File: src/rtl/flash_irq_pkg.sv
package flash_irq_pkg;
  localparam int NSRC     = 5;
  localparam int REG_W    = 8;
  localparam int LOCK_POS = 6;

  localparam int B_STOP    = 0;
  localparam int B_ECCERR  = 1;
  localparam int B_ECCRDY  = 2;
  localparam int B_ILLEGAL = 3;
  localparam int B_CARD    = 4;

  typedef enum logic [1:0] {
    ADDR_FLAG = 2'd0,
    ADDR_MASK = 2'd1,
    ADDR_STAT = 2'd2,
    ADDR_RSVD = 2'd3
  } reg_addr_e;
endpackage

File: src/rtl/sync_chain.sv
module sync_chain #(
  parameter int W      = 1,
  parameter int STAGES = 2
) (
  input  logic         clk,
  input  logic [W-1:0] d,
  output logic [W-1:0] q
);
  logic [W-1:0] st [STAGES];

  always_ff @(posedge clk) st[0] <= d;

  for (genvar s = 1; s < STAGES; s++) begin : g_stage
    always_ff @(posedge clk) st[s] <= st[s-1];
  end

  assign q = st[STAGES-1];
endmodule

File: src/rtl/evt_edge.sv
module evt_edge #(
  parameter bit BOTH_EDGES = 1'b1
) (
  input  logic clk,
  input  logic din,
  output logic pulse
);
  logic prev_q;

  // Follows the input also during reset, so leaving reset makes no edge.
  always_ff @(posedge clk) prev_q <= din;

  if (BOTH_EDGES) begin : g_both
    assign pulse = din ^ prev_q;
  end else begin : g_fall
    assign pulse = prev_q & ~din;
  end
endmodule

File: src/rtl/flag_bank.sv
module flag_bank #(
  parameter int N = 5
) (
  input  logic         clk,
  input  logic         rst_n,
  input  logic [N-1:0] set_i,
  input  logic [N-1:0] clr_i,
  output logic [N-1:0] flags_o
);
  logic [N-1:0] flags_q;

  always_ff @(posedge clk) begin
    if (!rst_n) flags_q <= '0;
    else        flags_q <= (flags_q & ~clr_i) | set_i;
  end

  assign flags_o = flags_q;

  for (genvar i = 0; i < N; i++) begin : g_chk
    assert_rise_needs_event_R1: assert property (@(posedge clk) disable iff (!rst_n)
      $rose(flags_q[i]) |-> $past(set_i[i]));
    assert_sticky_R4: assert property (@(posedge clk) disable iff (!rst_n)
      (flags_q[i] && !clr_i[i]) |=> flags_q[i]);
    assert_w1c_R5: assert property (@(posedge clk) disable iff (!rst_n)
      (clr_i[i] && !set_i[i]) |=> !flags_q[i]);
    assert_event_wins_R6: assert property (@(posedge clk) disable iff (!rst_n)
      set_i[i] |=> flags_q[i]);
  end
endmodule

File: src/rtl/flash_irq_unit.sv
module flash_irq_unit
  import flash_irq_pkg::*;
#(
  parameter int SYNC_STAGES = 2
) (
  input  logic             clk,
  input  logic             rst_n,
  input  logic             card_det_i,
  input  logic             card_lock_i,
  input  logic             run_i,
  input  logic             ev_illegal_i,
  input  logic             ev_ecc_rdy_i,
  input  logic             ev_ecc_err_i,
  input  logic             glb_irq_en_i,
  input  logic [1:0]       reg_addr_i,
  input  logic             reg_wr_i,
  input  logic [REG_W-1:0] reg_wdata_i,
  output logic [REG_W-1:0] reg_rdata_o,
  output logic             irq_o
);
  localparam int PAD_W = REG_W - NSRC;

  logic            card_s, lock_s;
  logic            card_evt, stop_evt;
  logic [NSRC-1:0] set_v, clr_v, flag_q, en_q;

  sync_chain #(.W(2), .STAGES(SYNC_STAGES)) u_sync (
    .clk (clk),
    .d   ({card_lock_i, card_det_i}),
    .q   ({lock_s, card_s})
  );

  evt_edge #(.BOTH_EDGES(1'b1)) u_card_edge (
    .clk (clk), .din (card_s), .pulse (card_evt)
  );

  evt_edge #(.BOTH_EDGES(1'b0)) u_run_edge (
    .clk (clk), .din (run_i), .pulse (stop_evt)
  );

  always_comb begin
    set_v            = '0;
    set_v[B_STOP]    = stop_evt;
    set_v[B_ECCERR]  = ev_ecc_err_i;
    set_v[B_ECCRDY]  = ev_ecc_rdy_i;
    set_v[B_ILLEGAL] = ev_illegal_i;
    set_v[B_CARD]    = card_evt;
  end

  assign clr_v = (reg_wr_i && reg_addr_i == ADDR_FLAG) ? reg_wdata_i[NSRC-1:0] : '0;

  flag_bank #(.N(NSRC)) u_flags (
    .clk     (clk),
    .rst_n   (rst_n),
    .set_i   (set_v),
    .clr_i   (clr_v),
    .flags_o (flag_q)
  );

  always_ff @(posedge clk) begin
    if (!rst_n)                                  en_q <= '0;
    else if (reg_wr_i && reg_addr_i == ADDR_MASK) en_q <= reg_wdata_i[NSRC-1:0];
  end

  always_comb begin
    reg_rdata_o = '0;
    case (reg_addr_i)
      ADDR_FLAG: reg_rdata_o = {{PAD_W{1'b0}}, flag_q};
      ADDR_MASK: reg_rdata_o = {{PAD_W{1'b0}}, en_q};
      ADDR_STAT: reg_rdata_o[LOCK_POS] = lock_s;
      default:   reg_rdata_o = '0;
    endcase
  end

  assign irq_o = glb_irq_en_i & (|(flag_q & en_q));

  logic unused_wdata;
  assign unused_wdata = ^reg_wdata_i[REG_W-1:NSRC];

  assert_stop_after_fall_R2: assert property (@(posedge clk) disable iff (!rst_n)
    $rose(flag_q[B_STOP]) |-> $past($fell(run_i)));
  assert_gate_off_R8: assert property (@(posedge clk) disable iff (!rst_n)
    !glb_irq_en_i |-> !irq_o);
  assert_enabled_flag_raises_R8: assert property (@(posedge clk) disable iff (!rst_n)
    (glb_irq_en_i && |(flag_q & en_q)) |-> irq_o);
endmodule

File: config.mk
export PLATFORM = sky130hd
export DESIGN_NAME = flash_irq_unit
export DESIGN_NICKNAME = d
export VERILOG_FILES = /design/src/rtl/flash_irq_pkg.sv /design/src/rtl/sync_chain.sv /design/src/rtl/evt_edge.sv /design/src/rtl/flag_bank.sv /design/src/rtl/flash_irq_unit.sv
export SDC_FILE = /design/constraint.sdc
export NUM_CORES = 1
export LEC_CHECK = 0
export BUFFER_PORTS_ARGS = -buffer_cell sky130_fd_sc_hd__buf_2
export CAP_MARGIN = 5
export CELL_PAD_IN_SITES_DETAIL_PLACEMENT = 0
export CELL_PAD_IN_SITES_GLOBAL_PLACEMENT = 2
export CORE_ASPECT_RATIO = 1.4
export CORE_MARGIN = 2
export CORE_UTILIZATION = 25
export CTS_BUF_LIST = sky130_fd_sc_hd__clkbuf_8
export DETAILED_ROUTE_END_ITERATION = 8
export GPL_TIMING_DRIVEN = 0
export PLACE_DENSITY_LB_ADDON = 0.1
export SYNTH_ARGS = -nofsm -noshare
export SYNTH_HDL_FRONTEND = slang
export SYNTH_SLANG_ARGS = --single-unit
File: constraint.sdc
create_clock -name clk -period 0.82 [get_ports clk]
set_clock_uncertainty 0.1 [all_clocks]
set_input_delay 0.082 -clock clk [delete_from_list [all_inputs] [get_ports clk]]
set_output_delay 0.082 -clock clk [all_outputs]
set_load 0.005 [all_outputs]
==> flow_summary.json, run 1 <==
{
  "outcome": "finished, violations left",
  "violations": "hold timing, setup timing",
  "drt-vias-per-instance": 4.05,
  "drtIter0Drc": 14,
  "yosysTopAreaCell": "dfxtp_1",
  "synthCells": 64,
  "fillers": 291,
  "rows": 22,
  "h-tree-depth": 1,
  "tns_ns": -1.96,
  "grt_pass1_vias": 524,
  "synth.distinct_cells": 19,
  "finalMaxSlewViolations": 0,
  "die_h_um": 65.4,
  "grt_max_degree": 11,
  "highest_layer": "met4",
  "synth_ff_type": "dfxtp_1",
  "core-area_sq_um": 2590,
  "cts_buffers": 3,
  "min_period_ns": 1.35,
  "place_ws_ns": -0.318,
  "wl_met2_um": 720,
  "power.total_uw": 1640,
  "synth_edf_count": 0,
  "ant_nets": 0,
  "synthTopCellsByCount": "dfxtp_1 (16), mux2i_1 (10), nor2_1 (6), nor2b_1 (6)",
  "cts-hold-fix-buffers": 7,
  "synth_top_area_frac": 0.476,
  "clockRootBuffer": "clkbuf_8",
  "grt_pass1_wl_um": 2260,
  "yosys_warnings": 0,
  "ir_drop_mv": 0.965,
  "min_path_type": "in -> reg",
  "cp-end-kind": "output port",
  "antenna_cells": 0,
  "hold_depth": 2,
  "syn_avg_cell_area_sq_um": 10.5,
  "synth_most_common_cell": "dfxtp_1",
  "grt_setup_unrepaired": "true",
  "cts.clk_slew.worst_paths_ns": 0.06,
  "worst_slack_ns": -0.530,
  "grt_util_all_layers": 0.106,
  "r2r_slack_ns": -0.02,
  "setup_viol": 10,
  "layout-drive-gt1-share": 0.438,
  "required_ns": 0.64,
  "reg2regPathDepth": 3,
  "overflow": 0,
  "port_buffers": 20,
  "cts_tree": "done",
  "clock_path_buffers": 2,
  "routed_wl_um": 1460,
  "grt_antenna_before_repair": 0,
  "drcViolationCount": 0,
  "drv_cap": 0,
  "die_w_um": 47.9,
  "hpwlAfterDp_um": 1050,
  "ys_ff_latch": 16,
  "path_max_fanout": 2,
  "clock-sinks": 16,
  "clk_latency_ns": 0.24,
  "routed-wl-met3_um": 79,
  "async_reset_ff_frac": 0,
  "start_util": 0.260,
  "startpoint_type": "register",
  "fin_crit_sh": 1.65,
  "ys_top_cells_by_area": "dfxtp_1 (48%), mux2i_1 (15%), nor2b_1 (5.6%)",
  "nets": 118,
  "regArea_sq_um": 334,
  "finalHoldViolCount": 2,
  "drt-wirelength-per-cell_um": 11.1,
  "synth_area_sq_um": 673,
  "p_leak_uw": 0.000474,
  "seq_area_frac_synth": 0.476,
  "via_count": 535,
  "globalplace.congestion": 0.660,
  "pin_count": 29,
  "multiInputGateArea_sq_um": 308,
  "area_growth_pct": 42.6,
  "powerDensity_nw_per_um2": 1710,
  "dieArea_sq_um": 3130,
  "whs_ns": -0.0573,
  "path_class": "reg -> out",
  "dr.pass1.iters": 4,
  "cp.arrival_ns": 1.17,
  "max_freq_ghz": 0.741,
  "wl_met1_um": 646
}
critical path, cell delays in order (launching register included):
cell and delay (ns):
dfxtp_2 0.32, a222oi_1 0.36, a21boi_1 0.11, buf_2 0.13
path summary, 6_finish.rpt:
kind                                 from                       endpoint
setup / recovery     en_q[0]$_SDFFE_PN0P_                          irq_o
hold / removal             reg_wdata_i[3]  u_flags.flags_o[3]$_SDFF_PN0_
setup reg to reg     en_q[0]$_SDFFE_PN0P_           en_q[0]$_SDFFE_PN0P_
hold reg to reg   u_sync.st[0][1]$_DFF_P_        u_sync.st[0][3]$_DFF_P_
flip-flops by register name (all words and copies together), names as in the netlist:
register            cells
u_flags.flags_o         5
u_card_edge.prev_q      1
en_q                    5
u_run_edge.prev_q       1
u_sync.st               4
power by group:
group          switching (uW)  internal (uW)
clock network             248            325
logic                    89.3            129
registers                25.6            827
through the flow:
stage / utilization / area, sq um / instances
after global routing: 0.371 / 960 / 132
final: 0.371 / 960 / 132
after detailed placement: 0.319 / 826 / 121
after CTS: 0.374 / 968 / 133
after floorplan: - / 681 / 65
after global placement: 0.319 / 826 / 121
metal layers:
metal | track usage | vias to the layer above
met3 | 0.0385 | 2
met1 | 0.117 | 239
met5 | 0 | -
li1 | - | 280
met4 | 0.0507 | 0
met2 | 0.170 | 14
cells in the final DEF, fill, tap and decap left out, types with 5 or more instances in the layout:
master / netlist / final
mux2i_1: 10 / 10
dfxtp_2: 0 / 11
dfxtp_1: 16 / 5
nor2_1: 6 / 6
dlygate4sd3_1: 0 / 6
nor2b_1: 6 / 6
buf_2: 0 / 20
area by class of cell:
class / instances / area share
clock buffer: 3 / 0.0430
multi-input combinational: 41 / 0.321
buffer: 5 / 0.0430
timing repair buffer: 28 / 0.186
inverter: 3 / 0.0117
sequential: 16 / 0.348
tap: 36 / 0.0469
timing repair:
item                                    CTS  global route
endpoints found under the setup margin    9            14
pin swaps                                 2             3
endpoints found under the hold margin     6             1
setup buffers                             2             0
gates resized for setup                  11             3
logic make-up (layout without fill, tap and decap cells):
logic type,Yosys count,in the layout,share of synthesized area
other,1,2,0.00557
AO/OA/AOI/OAI,13,13,0.132
buffers and inverters,8,39,0.0725
multiplexers,10,10,0.149
AND/OR/NAND/NOR,15,15,0.152
XOR/XNOR,1,1,0.0130
flip-flops,16,16,0.476
Power figures use the tool's default switching activity.
==> inputs of run 2 (changes only) <==
--- a/config.mk
+++ b/config.mk
@@ -19,3 +19,4 @@
 export SYNTH_ARGS = -nofsm -noshare
 export SYNTH_HDL_FRONTEND = slang
 export SYNTH_SLANG_ARGS = --single-unit
+export TNS_END_PERCENT = 30
==> run 2 against run 1 <==
The flow still finishes with violations (hold timing, setup timing). Largest power group unchanged. Combinational power is essentially flat. Final area shrank 0.26%. Hold slack gained 0.046 ns. Critical endpoint unchanged.
==> flow_summary.json, run 2 (synthesized netlist as in run 1, its figures left out) <==
{
  "busiest_layer": "met2",
  "globalplace.congestion": 0.660,
  "clk_latency_ns": 0.24,
  "clock-sinks": 16,
  "ant_nets": 0,
  "rows": 22,
  "met2_usage": 0.170,
  "required_ns": 0.64,
  "drv_cap": 0,
  "nets": 118,
  "area_growth_pct": 42.2,
  "final_cell_mix": "buf_2 (20), mux2i_1 (10), dfxtp_2 (10)",
  "regArea_sq_um": 333,
  "powerDensity_nw_per_um2": 1720,
  "pin_count": 29,
  "start_util": 0.260,
  "clock_path_buffers": 2,
  "clockRootBuffer": "clkbuf_8",
  "finalHoldViolCount": 2,
  "h-tree-depth": 1,
  "placed_area_sq_um": 826,
  "die_w_um": 47.9,
  "reg2reg_from": "u_flags.flags_o[4]$_SDFF_PN0_",
  "crit_chain": "a222oi_1, a21boi_1, buf_2",
  "grt_pass1_vias": 520,
  "cp.arrival_ns": 1.17,
  "grt_pass1_wl_um": 2260,
  "place_ws_ns": -0.318,
  "dr.pass1.iters": 4,
  "antenna_cells": 0,
  "finalMaxSlewViolations": 0,
  "cp-end-kind": "output port",
  "multiInputGateArea_sq_um": 308,
  "min_period_ns": 1.35,
  "fin_crit_sh": 1.65,
  "layout-drive-gt1-share": 0.417,
  "cp-startpoint": "en_q[0]$_SDFFE_PN0P_",
  "die_h_um": 65.4,
  "grt_util_all_layers": 0.106,
  "grt_use_met1": 0.117,
  "max_freq_ghz": 0.741,
  "cp.depth": 3,
  "drtIter0Drc": 14,
  "setup_viol": 10,
  "drt-wirelength-per-cell_um": 11.1,
  "cts_buffers": 3,
  "hold_depth": 3,
  "routed_wl_um": 1470,
  "via_count": 539,
  "p_leak_uw": 0.000472,
  "crit_buf_inv": 1,
  "drt-vias-per-instance": 4.08,
  "startpoint_type": "register",
  "critPathSlowestCell": "a222oi_1",
  "drcViolationCount": 0,
  "hp-start": "ev_illegal_i",
  "dieArea_sq_um": 3130,
  "whs_ns": -0.0109,
  "reg2regPathDepth": 2,
  "violations": "hold timing, setup timing",
  "use_met3": 0.0385,
  "outcome": "finished, violations left",
  "final-instance-count-excl-fill": 132,
  "port_buffers": 20,
  "core-area_sq_um": 2590,
  "grt_setup_unrepaired": "true",
  "overflow": 0,
  "final_common_cell": "buf_2",
  "dpl.cell_count": 121,
  "cts.clk_slew.worst_paths_ns": 0.06,
  "path_delay_family": "compound AO/OA/AOI/OAI gates",
  "path_class": "reg -> out",
  "worst_slack_ns": -0.530,
  "path_max_fanout": 2,
  "fin_area_sq_um": 957,
  "grt_max_degree": 11,
  "fillers": 295,
  "grt_antenna_before_repair": 0,
  "hpwlAfterDp_um": 1050,
  "cts_tree": "done",
  "cp_slowest_stage_delay_ns": 0.36,
  "min_path_type": "in -> reg",
  "ir_drop_mv": 0.960
}
## run 2: cell types whose count changed in the layout (fill, tap and decap cells not counted)
cell           before  now
buf_6               3    2
dfxtp_1             5    6
dfxtp_2            11   10
dlygate4sd3_1       6    7
o21ai_0             1    2
o21ai_1             2    1
## run 2: per-stage QoR
stage                     power (uW)  setup TNS (ns)  utilization
after floorplan                  979          -0.211            -
after global placement          1060           -1.24        0.319
after detailed placement        1060           -1.25        0.319
after CTS                       1660           -2.07        0.370
after global routing            1730           -2.56        0.370
final                           1640           -1.95        0.370
## run 2: report_power, final
part / internal, uW / total, uW / switching (uW)
Sequential: 827 / 852 / 25.2
Combinational: 129 / 218 / 89.1
Clock: 325 / 573 / 248
## run 2: cell type report
cell class,count,area share
flip-flops and latches,16,0.348
multi-input cells,41,0.322
repair buffers,28,0.186
well taps,36,0.0471
clock buffers,3,0.0431
plain buffers,5,0.0431
inverters,3,0.0118
## run 2: tightest hold or removal path: stages
cell,delay (ns)
buf_2,0.10
inv_1,0.04
a31oi_1,0.07
## run 2: final timing paths
| path | slack, ns | to |
|---|---|---|
| hold reg to reg | 0.23 | u_sync.st[0][3]$_DFF_P_ |
| setup / recovery | -0.53 | irq_o |
| setup reg to reg | -0.01 | u_flags.flags_o[4]$_SDFF_PN0_ |
| hold / removal | -0.01 | u_flags.flags_o[3]$_SDFF_PN0_ |
## run 2: repair_timing
item	in CTS	in global routing
resized for setup	10	1
buffers inserted	1	0
hold buffers	7	0
pin swaps	2	2
setup endpoints to repair	9	13
endpoints found under the hold margin	6	0
## run 2: per-layer routing
metal,share of wire,up-vias
met5,0,-
met4,0.012,0
met3,0.054,2
met2,0.49,14
met1,0.44,243
li1,-,280
==> inputs of run 3 (changes only) <==
--- a/config.mk
+++ b/config.mk
@@ -15,6 +15,7 @@
 export CTS_BUF_LIST = sky130_fd_sc_hd__clkbuf_8
 export DETAILED_ROUTE_END_ITERATION = 8
 export GPL_TIMING_DRIVEN = 0
+export MAX_ROUTING_LAYER = met4
 export PLACE_DENSITY_LB_ADDON = 0.1
 export SYNTH_ARGS = -nofsm -noshare
 export SYNTH_HDL_FRONTEND = slang
==> run 3 against run 2 <==
The flow still finishes with violations (hold timing, setup timing). Core utilization is the same. Clock-buffer cell count is the same. Flip-flop and latch count stayed put. Clock power decreased by 1%. Routed wire length decreased by 0.20%. Hold slack better by 0.0033 ns. Global-route usage is 0.26 points higher. Via count did not move. Critical endpoint unchanged. Largest cell class unchanged. Largest power group unchanged.
==> flow_summary.json, run 3 (synthesized netlist as in run 1, its figures left out) <==
{
  "nets": 118,
  "grt_pass1_vias": 519,
  "cts_buffers": 3,
  "area_growth_pct": 42.2,
  "globalplace.congestion": 0.666,
  "drt-vias-per-instance": 4.08,
  "min_period_ns": 1.35,
  "worst_r2r_endpoint": "u_flags.flags_o[4]$_SDFF_PN0_",
  "cts_tree": "done",
  "required_ns": 0.64,
  "tns_ns": -1.94,
  "cp-startpoint": "en_q[0]$_SDFFE_PN0P_",
  "pin_count": 29,
  "grt_antenna_before_repair": 0,
  "violations": "hold timing, setup timing",
  "h-tree-depth": 1,
  "cp-end-kind": "output port",
  "clockRootBuffer": "clkbuf_8",
  "outcome": "finished, violations left",
  "die_w_um": 47.9,
  "hpwlAfterDp_um": 1050,
  "cp.arrival_ns": 1.17,
  "cts.clk_slew.worst_paths_ns": 0.06,
  "reg2reg_from": "u_flags.flags_o[4]$_SDFF_PN0_",
  "worst_slack_ns": -0.528,
  "clock-sinks": 16,
  "whs_ns": -0.00762,
  "drtIter0Drc": 9,
  "power.total_uw": 1640,
  "clk_latency_ns": 0.24,
  "die_h_um": 65.4,
  "via_count": 539,
  "p_leak_uw": 0.000472,
  "place_ws_ns": -0.318,
  "setup_viol": 10,
  "grt_util_all_layers": 0.108,
  "fin_crit_sh": 1.64,
  "startpoint_type": "register",
  "multiInputGateArea_sq_um": 308,
  "ant_nets": 0,
  "drcViolationCount": 0,
  "clock_path_buffers": 2,
  "fillers": 295,
  "grt_setup_unrepaired": "true",
  "overflow": 0,
  "start_util": 0.260,
  "path_max_fanout": 2,
  "dr.pass1.iters": 4,
  "layout-drive-gt1-share": 0.417,
  "drt-wirelength-per-cell_um": 11.1,
  "powerDensity_nw_per_um2": 1710,
  "endpoint": "irq_o",
  "cp_slowest_stage_delay_ns": 0.36,
  "crit_chain": "a222oi_1, a21boi_1, buf_2",
  "reg2regPathDepth": 2,
  "port_buffers": 20,
  "min_path_type": "in -> reg",
  "grt_max_degree": 11,
  "finalHoldViolCount": 2,
  "core-area_sq_um": 2590,
  "path_class": "reg -> out",
  "grt_pass1_wl_um": 2260,
  "drv_cap": 0,
  "r2r_slack_ns": -0.02,
  "critPathSlowestCell": "a222oi_1",
  "final_common_cell": "buf_2",
  "final_cell_mix": "buf_2 (20), mux2i_1 (10), dfxtp_2 (10)",
  "max_freq_ghz": 0.742,
  "regArea_sq_um": 333,
  "antenna_cells": 0,
  "routed_wl_um": 1460,
  "dieArea_sq_um": 3130,
  "finalMaxSlewViolations": 0,
  "ir_drop_mv": 0.960,
  "rows": 22
}
run 3: power breakdown:
group,switching (uW),internal [uW],total (uW),leakage (uW)
registers,25.4,827,852,0.000136
clock network,242,325,566,0.0000216
logic,89.0,129,218,0.000314
total,356,1280,1640,0.000472
run 3: layout make-up:
type / count / share of cell area
Tap cell: 36 / 0.0471
Multi-Input combinational cell: 41 / 0.322
Timing Repair Buffer: 28 / 0.186
Clock buffer: 3 / 0.0431
Buffer: 5 / 0.0431
Inverter: 3 / 0.0118
Sequential cell: 16 / 0.348
run 3: how the worst min path moves through the flow:
stage | end | slack, ns | depth (start not counted) | from
floorplan | u_run_edge.prev_q$_DFF_P_ | 0.01 | 0 | run_i
global placement | u_sync.st[0][0]$_DFF_P_ | 0.09 | 1 | card_det_i
detailed placement | u_sync.st[0][1]$_DFF_P_ | 0.09 | 1 | card_lock_i
CTS | u_flags.flags_o[2]$_SDFF_PN0_ | -0.01 | 3 | ev_ecc_rdy_i
global route | u_flags.flags_o[2]$_SDFF_PN0_ | 0.0003 | 3 | ev_ecc_rdy_i
finish | u_flags.flags_o[3]$_SDFF_PN0_ | -0.008 | 3 | ev_illegal_i
run 3: stage by stage:
step / util / instance area, sq um / std cells
5_1_grt: 0.370 / 957 / 132
3_5_place_dp: 0.319 / 826 / 121
2_1_floorplan: - / 681 / 65
3_3_place_gp: 0.319 / 826 / 121
4_1_cts: 0.370 / 957 / 132
6_report: 0.370 / 957 / 132
run 3: worst max-delay path: cells and delay by family (launching register included):
| kind | cells | cell delay [ns] |
|---|---|---|
| AO/OA/AOI/OAI | 2 | 0.47 |
| flip-flops | 1 | 0.32 |
| buffers and inverters | 1 | 0.13 |
run 3: what timing repair did:
item                                   4_1_cts  5_1_grt
endpoints found under the hold margin        6        0
hold buffers                                 7        0
setup endpoints to repair                    9       13
pin swaps                                    2        2
cloned                                       0        0
buffers inserted                             1        0
resized for setup                           10        1
run 3: layer usage:
layer | up-vias | share of wire | track usage
met1 | 243 | 0.44 | 0.117
met2 | 14 | 0.50 | 0.170
met3 | 2 | 0.055 | 0.0385
met4 | 0 | 0.010 | 0.0507
li1 | 280 | - | -
met5 | - | 0 | -
